### src/rtl/spi_tg_pkg.sv
package spi_tg_pkg;

  localparam int PTR_W = 7;
  localparam int SRC_W = 4;
  localparam int EVT_W = 4;
  localparam int N_SRC = 1 << SRC_W;

  localparam int B_ENA   = 31;
  localparam int B_ONCE  = 30;
  localparam int B_PRST  = 29;
  localparam int B_DONE  = 28;
  localparam int B_EVT_L = 20;
  localparam int B_SRC_L = 16;
  localparam int B_STA_L = 8;

  typedef enum logic [EVT_W-1:0] {
    EV_NEVER  = 4'd0,
    EV_RISE   = 4'd1,
    EV_FALL   = 4'd2,
    EV_ANY    = 4'd3,
    EV_HIGH   = 4'd4,
    EV_LOW    = 4'd5,
    EV_ALWAYS = 4'd7
  } evt_e;

  typedef struct packed {
    logic             ena;
    logic             once;
    logic [EVT_W-1:0] evt;
    logic [SRC_W-1:0] src;
    logic [PTR_W-1:0] start;
  } tg_cfg_t;

endpackage

### src/rtl/spi_tg_trig_sync.sv
module spi_tg_trig_sync #(
  parameter int N_SRC = 16
) (
  input  logic             clk,
  input  logic             rst_n,
  input  logic [N_SRC-1:0] src_in,
  output logic [N_SRC-1:0] lvl,
  output logic [N_SRC-1:0] rise,
  output logic [N_SRC-1:0] fall
);
  for (genvar i = 0; i < N_SRC; i++) begin : g_src
    logic [2:0] sh;
    always_ff @(posedge clk or negedge rst_n) begin
      if (!rst_n) sh <= '0;
      else        sh <= {sh[1:0], src_in[i]};
    end
    assign lvl[i]  = sh[1];
    assign rise[i] = sh[1] & ~sh[2];
    assign fall[i] = ~sh[1] & sh[2];
  end
endmodule

### src/rtl/spi_tg_evt_match.sv
module spi_tg_evt_match
  import spi_tg_pkg::*;
(
  input  logic [EVT_W-1:0] evt,
  input  logic [SRC_W-1:0] src_sel,
  input  logic [N_SRC-1:0] lvl,
  input  logic [N_SRC-1:0] rise,
  input  logic [N_SRC-1:0] fall,
  output logic             hit
);
  always_comb begin
    case (evt)
      EV_RISE:   hit = rise[src_sel];
      EV_FALL:   hit = fall[src_sel];
      EV_ANY:    hit = rise[src_sel] | fall[src_sel];
      EV_HIGH:   hit = lvl[src_sel];
      EV_LOW:    hit = ~lvl[src_sel];
      EV_ALWAYS: hit = 1'b1;
      default:   hit = 1'b0;
    endcase
  end
endmodule

### src/rtl/spi_tg_arbiter.sv
module spi_tg_arbiter #(
  parameter int NG = 16,
  localparam int IW = $clog2(NG)
) (
  input  logic [NG-1:0] req,
  output logic [IW-1:0] grant,
  output logic          any
);
  always_comb begin
    grant = '0;
    for (int i = NG - 1; i >= 0; i--) begin
      if (req[i]) grant = IW'(i);
    end
  end
  assign any = |req;
endmodule

### src/rtl/spi_tg_bound.sv
module spi_tg_bound #(
  parameter int NG = 16,
  parameter int PW = 7,
  localparam int IW = $clog2(NG)
) (
  input  logic [NG-1:0]         en,
  input  logic [NG-1:0][PW-1:0] start,
  input  logic [IW-1:0]         idx,
  output logic [PW:0]           bound
);
  always_comb begin
    bound = {1'b1, {PW{1'b0}}};
    for (int j = NG - 1; j >= 0; j--) begin
      if (j > int'(idx) && en[j]) bound = {1'b0, start[j]};
    end
  end
endmodule

### src/rtl/spi_tg_sequencer.sv
module spi_tg_sequencer
  import spi_tg_pkg::*;
#(
  parameter int NUM_GROUPS = 16,
  parameter int ADDR_W = 8,
  parameter logic [ADDR_W-1:0] REG_BASE = 8'h78,
  localparam int IW = $clog2(NUM_GROUPS)
) (
  input  logic              clk,
  input  logic              rst_n,
  input  logic              reg_we,
  input  logic [ADDR_W-1:0] reg_addr,
  input  logic [31:0]       reg_wdata,
  output logic [31:0]       reg_rdata,
  input  logic [N_SRC-1:0]  trig_src,
  output logic              buf_valid,
  input  logic              buf_ready,
  output logic [PTR_W-1:0]  buf_ptr,
  output logic [IW-1:0]     buf_group
);
  localparam int NG = NUM_GROUPS;
  localparam int PW = PTR_W;

  tg_cfg_t          cfg_q  [NG];
  logic [PW-1:0]    cur_q  [NG];
  logic [NG-1:0]    done_q;
  logic [NG-1:0]    pend_q;
  logic             valid_q;
  logic [IW-1:0]    act_q;

  logic [N_SRC-1:0] s_lvl, s_rise, s_fall;
  logic [NG-1:0]    hit;
  logic [NG-1:0]    en_vec, once_vec;
  logic [NG-1:0][PW-1:0] start_vec;

  spi_tg_trig_sync #(.N_SRC(N_SRC)) u_sync (
    .clk(clk), .rst_n(rst_n), .src_in(trig_src),
    .lvl(s_lvl), .rise(s_rise), .fall(s_fall)
  );

  for (genvar g = 0; g < NG; g++) begin : g_grp
    spi_tg_evt_match u_match (
      .evt(cfg_q[g].evt), .src_sel(cfg_q[g].src),
      .lvl(s_lvl), .rise(s_rise), .fall(s_fall), .hit(hit[g])
    );
    assign en_vec[g]    = cfg_q[g].ena;
    assign once_vec[g]  = cfg_q[g].once;
    assign start_vec[g] = cfg_q[g].start;
  end

  // register decode
  logic [ADDR_W-1:0] off;
  logic              addr_ok;
  logic [IW-1:0]     sel_idx;
  logic              wr_hit;
  tg_cfg_t           wcfg;
  logic              unused_wbits;

  assign off     = reg_addr - REG_BASE;
  assign addr_ok = (reg_addr >= REG_BASE) &&
                   (off[ADDR_W-1:2] < (ADDR_W-2)'(NG)) &&
                   (off[1:0] == 2'b00);
  assign sel_idx = off[IW+1:2];
  assign wr_hit  = reg_we && addr_ok;
  assign wcfg    = '{ena:   reg_wdata[B_ENA],
                     once:  reg_wdata[B_ONCE],
                     evt:   reg_wdata[B_EVT_L +: EVT_W],
                     src:   reg_wdata[B_SRC_L +: SRC_W],
                     start: reg_wdata[B_STA_L +: PW]};
  assign unused_wbits = ^{reg_wdata[27:24], reg_wdata[15], reg_wdata[7:0]};

  always_comb begin
    reg_rdata = '0;
    if (addr_ok) begin
      reg_rdata = {cfg_q[sel_idx].ena, cfg_q[sel_idx].once, 1'b0,
                   done_q[sel_idx], 4'b0000,
                   cfg_q[sel_idx].evt, cfg_q[sel_idx].src,
                   1'b0, cfg_q[sel_idx].start,
                   1'b0, cur_q[sel_idx]};
    end
  end

  // arbitration and window end
  logic [IW-1:0] grant;
  logic          any_req;
  logic [PW:0]   bound;

  spi_tg_arbiter #(.NG(NG)) u_arb (
    .req(pend_q & en_vec), .grant(grant), .any(any_req)
  );

  spi_tg_bound #(.NG(NG), .PW(PW)) u_bound (
    .en(en_vec), .start(start_vec), .idx(act_q), .bound(bound)
  );

  logic          hs;
  logic          act_last;
  logic          act_fin;
  logic [PW-1:0] act_cur;

  assign act_cur  = cur_q[act_q];
  assign hs       = valid_q && buf_ready;
  assign act_last = (({1'b0, act_cur} + (PW+1)'(1)) == bound) || (act_cur == '1);
  assign act_fin  = hs && act_last && pend_q[act_q];

  always_ff @(posedge clk or negedge rst_n) begin
    if (!rst_n) begin
      for (int g = 0; g < NG; g++) begin
        cfg_q[g] <= '0;
        cur_q[g] <= '0;
      end
      done_q  <= '0;
      pend_q  <= '0;
      valid_q <= 1'b0;
      act_q   <= '0;
    end else begin
      for (int g = 0; g < NG; g++) begin
        if (cfg_q[g].ena && hit[g] && !pend_q[g]) pend_q[g] <= 1'b1;
        if (wr_hit && sel_idx == IW'(g)) begin
          cfg_q[g] <= wcfg;
          if (reg_wdata[B_DONE]) done_q[g] <= 1'b0;
          if (!reg_wdata[B_ENA]) pend_q[g] <= 1'b0;
          if (reg_wdata[B_PRST] && !(valid_q && act_q == IW'(g))) begin
            cur_q[g]  <= wcfg.start;
            pend_q[g] <= 1'b0;
          end
        end
        if (hs && act_q == IW'(g)) begin
          cur_q[g] <= act_last ? cfg_q[g].start : cur_q[g] + PW'(1);
          if (act_fin) begin
            done_q[g] <= 1'b1;
            pend_q[g] <= 1'b0;
            if (cfg_q[g].once) cfg_q[g].ena <= 1'b0;
          end
        end
      end
      if (hs) begin
        valid_q <= 1'b0;
      end else if (!valid_q && any_req) begin
        valid_q <= 1'b1;
        act_q   <= grant;
      end
    end
  end

  assign buf_valid = valid_q;
  assign buf_ptr   = act_cur;
  assign buf_group = act_q;

endmodule

### config.mk
export PLATFORM = sky130hd
export DESIGN_NAME = spi_tg_sequencer
export DESIGN_NICKNAME = d
export VERILOG_FILES = /design/src/rtl/spi_tg_pkg.sv /design/src/rtl/spi_tg_trig_sync.sv /design/src/rtl/spi_tg_evt_match.sv /design/src/rtl/spi_tg_arbiter.sv /design/src/rtl/spi_tg_bound.sv /design/src/rtl/spi_tg_sequencer.sv
export SDC_FILE = /design/constraint.sdc
export NUM_CORES = 2
export LEC_CHECK = 0
export BUFFER_PORTS_ARGS = -buffer_cell sky130_fd_sc_hd__buf_2
export CAP_MARGIN = 20
export CORE_ASPECT_RATIO = 1.4
export CORE_MARGIN = 5
export CORE_UTILIZATION = 55
export DETAILED_ROUTE_END_ITERATION = 6
export GPL_TIMING_DRIVEN = 0
export PLACE_DENSITY = 0.8
export SLEW_MARGIN = 20
export SYNTH_ARGS = -nofsm -noshare
export SYNTH_HDL_FRONTEND = slang
export SYNTH_SLANG_ARGS = --single-unit
### constraint.sdc
create_clock -name clk -period 5.95 [get_ports clk]
set_clock_uncertainty 0.1 [all_clocks]
set_input_delay 1.785 -clock clk [delete_from_list [all_inputs] [get_ports clk]]
set_output_delay 1.785 -clock clk [all_outputs]
set_load 0.01 [all_outputs]
==> impl_metrics.env <==
export IMPL_cts_path_max_buffers=3
export IMPL_stdcell_area_mm2=0.0379
export IMPL_critical_path_max_stage_delay_ns=0.48
export IMPL_final_setup_tns_ns=-1.13
export IMPL_synth_simple_area_share_pct=12.2
export IMPL_tightest_slew_ns=1.31
export IMPL_gp_congestion=1.08
export IMPL_overflow=0
export IMPL_via_per_inst=7.36
export IMPL_slew_viol_final=0
export IMPL_num_nets_final=3352
export IMPL_ioPinCount=104
export IMPL_route_detailed_drc=3
export IMPL_clock_latency_ns=0.64
export IMPL_place_port_buffers=80
export IMPL_synthMuxAreaShare_pct=34.1
export IMPL_clkSinkCount=469
export IMPL_syn_cell_area_mm2=0.0343
export IMPL_clkTransAtPathRegs_ns=0.07
export IMPL_ir_drop_mv=0.275
export IMPL_cp_common_cell="buf_2"
export IMPL_critPathKind="reg -> reg"
export IMPL_antenna_found_initial=10
export IMPL_yosys_warnings=0
export IMPL_period_needed_ns=6.08
export IMPL_drtAntennaViolNets=0
export IMPL_synthTopCellsByArea="dfrtp_1, mux4_2, mux2_2"
export IMPL_dp_final_hpwl_mm=117
export IMPL_crit_slowest_cell="o32ai_4"
export IMPL_cts_tree="yes"
export IMPL_final_cell_mix="dfrtp_1, mux4_2, nand2_1"
export IMPL_fmaxAchievable_mhz=165
export IMPL_die_h_um=306
export IMPL_track_usage_pct=44.4
export IMPL_synth_xor_area_share_pct=3.14
export IMPL_path_buf_inv=6
export IMPL_final_setup_viol_count=25
export IMPL_async_flop_share_pct=100
export IMPL_grt_max_degree=100
export IMPL_required_ns=6.32
export IMPL_seq_area_frac_synth_pct=34.2
export IMPL_first_global_vias=29957
export IMPL_violations="DRC, setup timing"
export IMPL_synthFlopType="dfrtp_1"
export IMPL_drtIter0Drc=4596
export IMPL_drt_wl_total_mm=153
export IMPL_fp_coreArea_mm2=0.0619
export IMPL_cp_arrival_ns=6.45
export IMPL_die_area_mm2=0.0676
export IMPL_place_area_mm2=0.0360
export IMPL_ys_types=81
export IMPL_power_mw=12.1
export IMPL_cts_htree_levels=2
export IMPL_power_density_mw_per_mm2=319
export IMPL_vias=30526
export IMPL_place_inst=4047
export IMPL_synth_compound_area_share_pct=11.7
export IMPL_synth_seq_cells=469
export IMPL_leakage_nw=15.5
export IMPL_finalCritPeriodShare_pct=102
export IMPL_start_kind="register"
export IMPL_synth_edff_count=0
export IMPL_ctsHoldBuffers=0
export IMPL_firstDrtPassIters=7
export IMPL_crit_fanout=10
export IMPL_num_rows=108
export IMPL_syn2layout_area_growth_pct=10.4
export IMPL_avgSynthCellArea_um2=11.0
export IMPL_max_cap_violations=0
export IMPL_clockRootBuffer="clkbuf_16"
export IMPL_synth_top_family_by_area="multiplexers"
export IMPL_layout_setup_ws_ns=-0.129
export IMPL_fin_cells=4145
export IMPL_synth_top_cell_by_area="dfrtp_1"
export IMPL_status="finished, violations left"
export IMPL_crit_family="buffers and inverters"
export IMPL_start_util_pct=55.5
export IMPL_worst_setup_path_end_kind="register"
export IMPL_path_cells="buf_2, buf_2, buf_4, buf_2, nand2_1, o211ai_1, a21boi_4, ha_1, and2_1, a32oi_2, xor2_1, xnor2_1, o211a_1, nand4_1, o32ai_4, buf_6, buf_2, nor2b_1, o22ai_1"
export IMPL_postCtsSetupRepairBufs=0
export IMPL_hold_path_class="reg -> reg"
export IMPL_grt_pass1_wl_mm=217
export IMPL_final_common_cell="dfrtp_1"
export IMPL_netlist_area_leader_share_pct=34.2
export IMPL_postSynthCellCount=3130
export IMPL_relSlewSlack_pct=11.9
export IMPL_rsz0062_at_grt="yes"
export IMPL_wl_per_cell_um=37.0
export IMPL_numCtsBuffers=50
export IMPL_drive_above_1_share_pct=26.9
export IMPL_yosys_area_share_adder_pct=0.689
export IMPL_final_hold_viol_count=0
export IMPL_die_w_um=221
[path summary, 6_finish.rpt]
kind	startpoint	to	slack (ns)	cells past startpoint
max in group asynchronous	rst_n	cfg_q[67]	3.19	4
hold / removal	u_sync.g_src[14].sh[0]	u_sync.g_src[14].sh[1]	0.24	0
hold reg to reg	u_sync.g_src[14].sh[0]	u_sync.g_src[14].sh[1]	0.24	0
setup / recovery	buf_group[2]	cur_q[37]	-0.13	19
min in group asynchronous	rst_n	cur_q[74]	0.88	1
setup reg to reg	buf_group[2]	cur_q[37]	-0.13	19
[metal layers]
layer | global-route usage [%] | share of wire, % | vias up
li1 | - | - | 12129
met5 | 0.0701 | 0.037 | -
met4 | 41.7 | 13 | 8
met1 | 49.1 | 31 | 15003
met2 | 71.3 | 46 | 2477
met3 | 9.22 | 9.7 | 909
[power breakdown]
group,internal [mW],switching [mW]
Clock,1.93,1.53
Sequential,3.52,0.643
Combinational,1.73,2.72
[repair_timing]
| item | 4_1_cts | 5_1_grt |
|---|---|---|
| resized for setup | 65 | 14 |
| setup endpoints to repair | 185 | 51 |
| cloned | 0 | 0 |
[sequential cells by signal, summed over array words and instances, names as in the netlist]
signal	count
done_q	16
cfg_q	272
pend_q	16
u_sync.g_src.sh	48
cur_q	112
buf_group	4
buf_valid	1
[metrics by stage]
stage / util, % / hold slack (ns) / setup slack [ns]
finish: 61.2 / 0.242 / -0.129
global route: 61.2 / 0.254 / -0.0143
detailed placement: 58.1 / 0.235 / -1.19
CTS: 61.1 / 0.245 / 0.0296
global placement: 57.8 / 0.232 / -6.78
floorplan: - / 0.231 / 0.0280
[cell type report]
type,count,area [um^2]
multi-input cells,2352,21300
repair buffers,88,568
flip-flops and latches,469,11700
inverters,21,78.8
plain buffers,292,1380
clock buffers,59,1370
well taps,825,1030
clock inverters,34,423
fillers,5230,24000
diodes,5,12.5
[synth_stat cells (28+ instances only)]
cell,n
o22ai_1,28
xor2_1,58
dfrtp_1,469
nand3_1,76
o21ai_0,77
o21ai_1,56
nor2_1,229
buf_1,39
mux4_2,364
nor2b_1,118
clkbuf_1,206
and3_1,31
a21oi_1,199
xnor2_1,65
mux2_2,212
mux2i_1,113
nand2_1,316
a211oi_1,70
a31oi_1,41
[cell families after synthesis]
kind of cell	Yosys count
AO/OA/AOI/OAI	618
XOR/XNOR	123
adder cells (fa/ha/maj)	19
buffers and inverters	315
flip-flops	469
multiplexers	689
other	1
AND/OR/NAND/NOR	896
No activity file was read; power rests on OpenSTA's default activity.
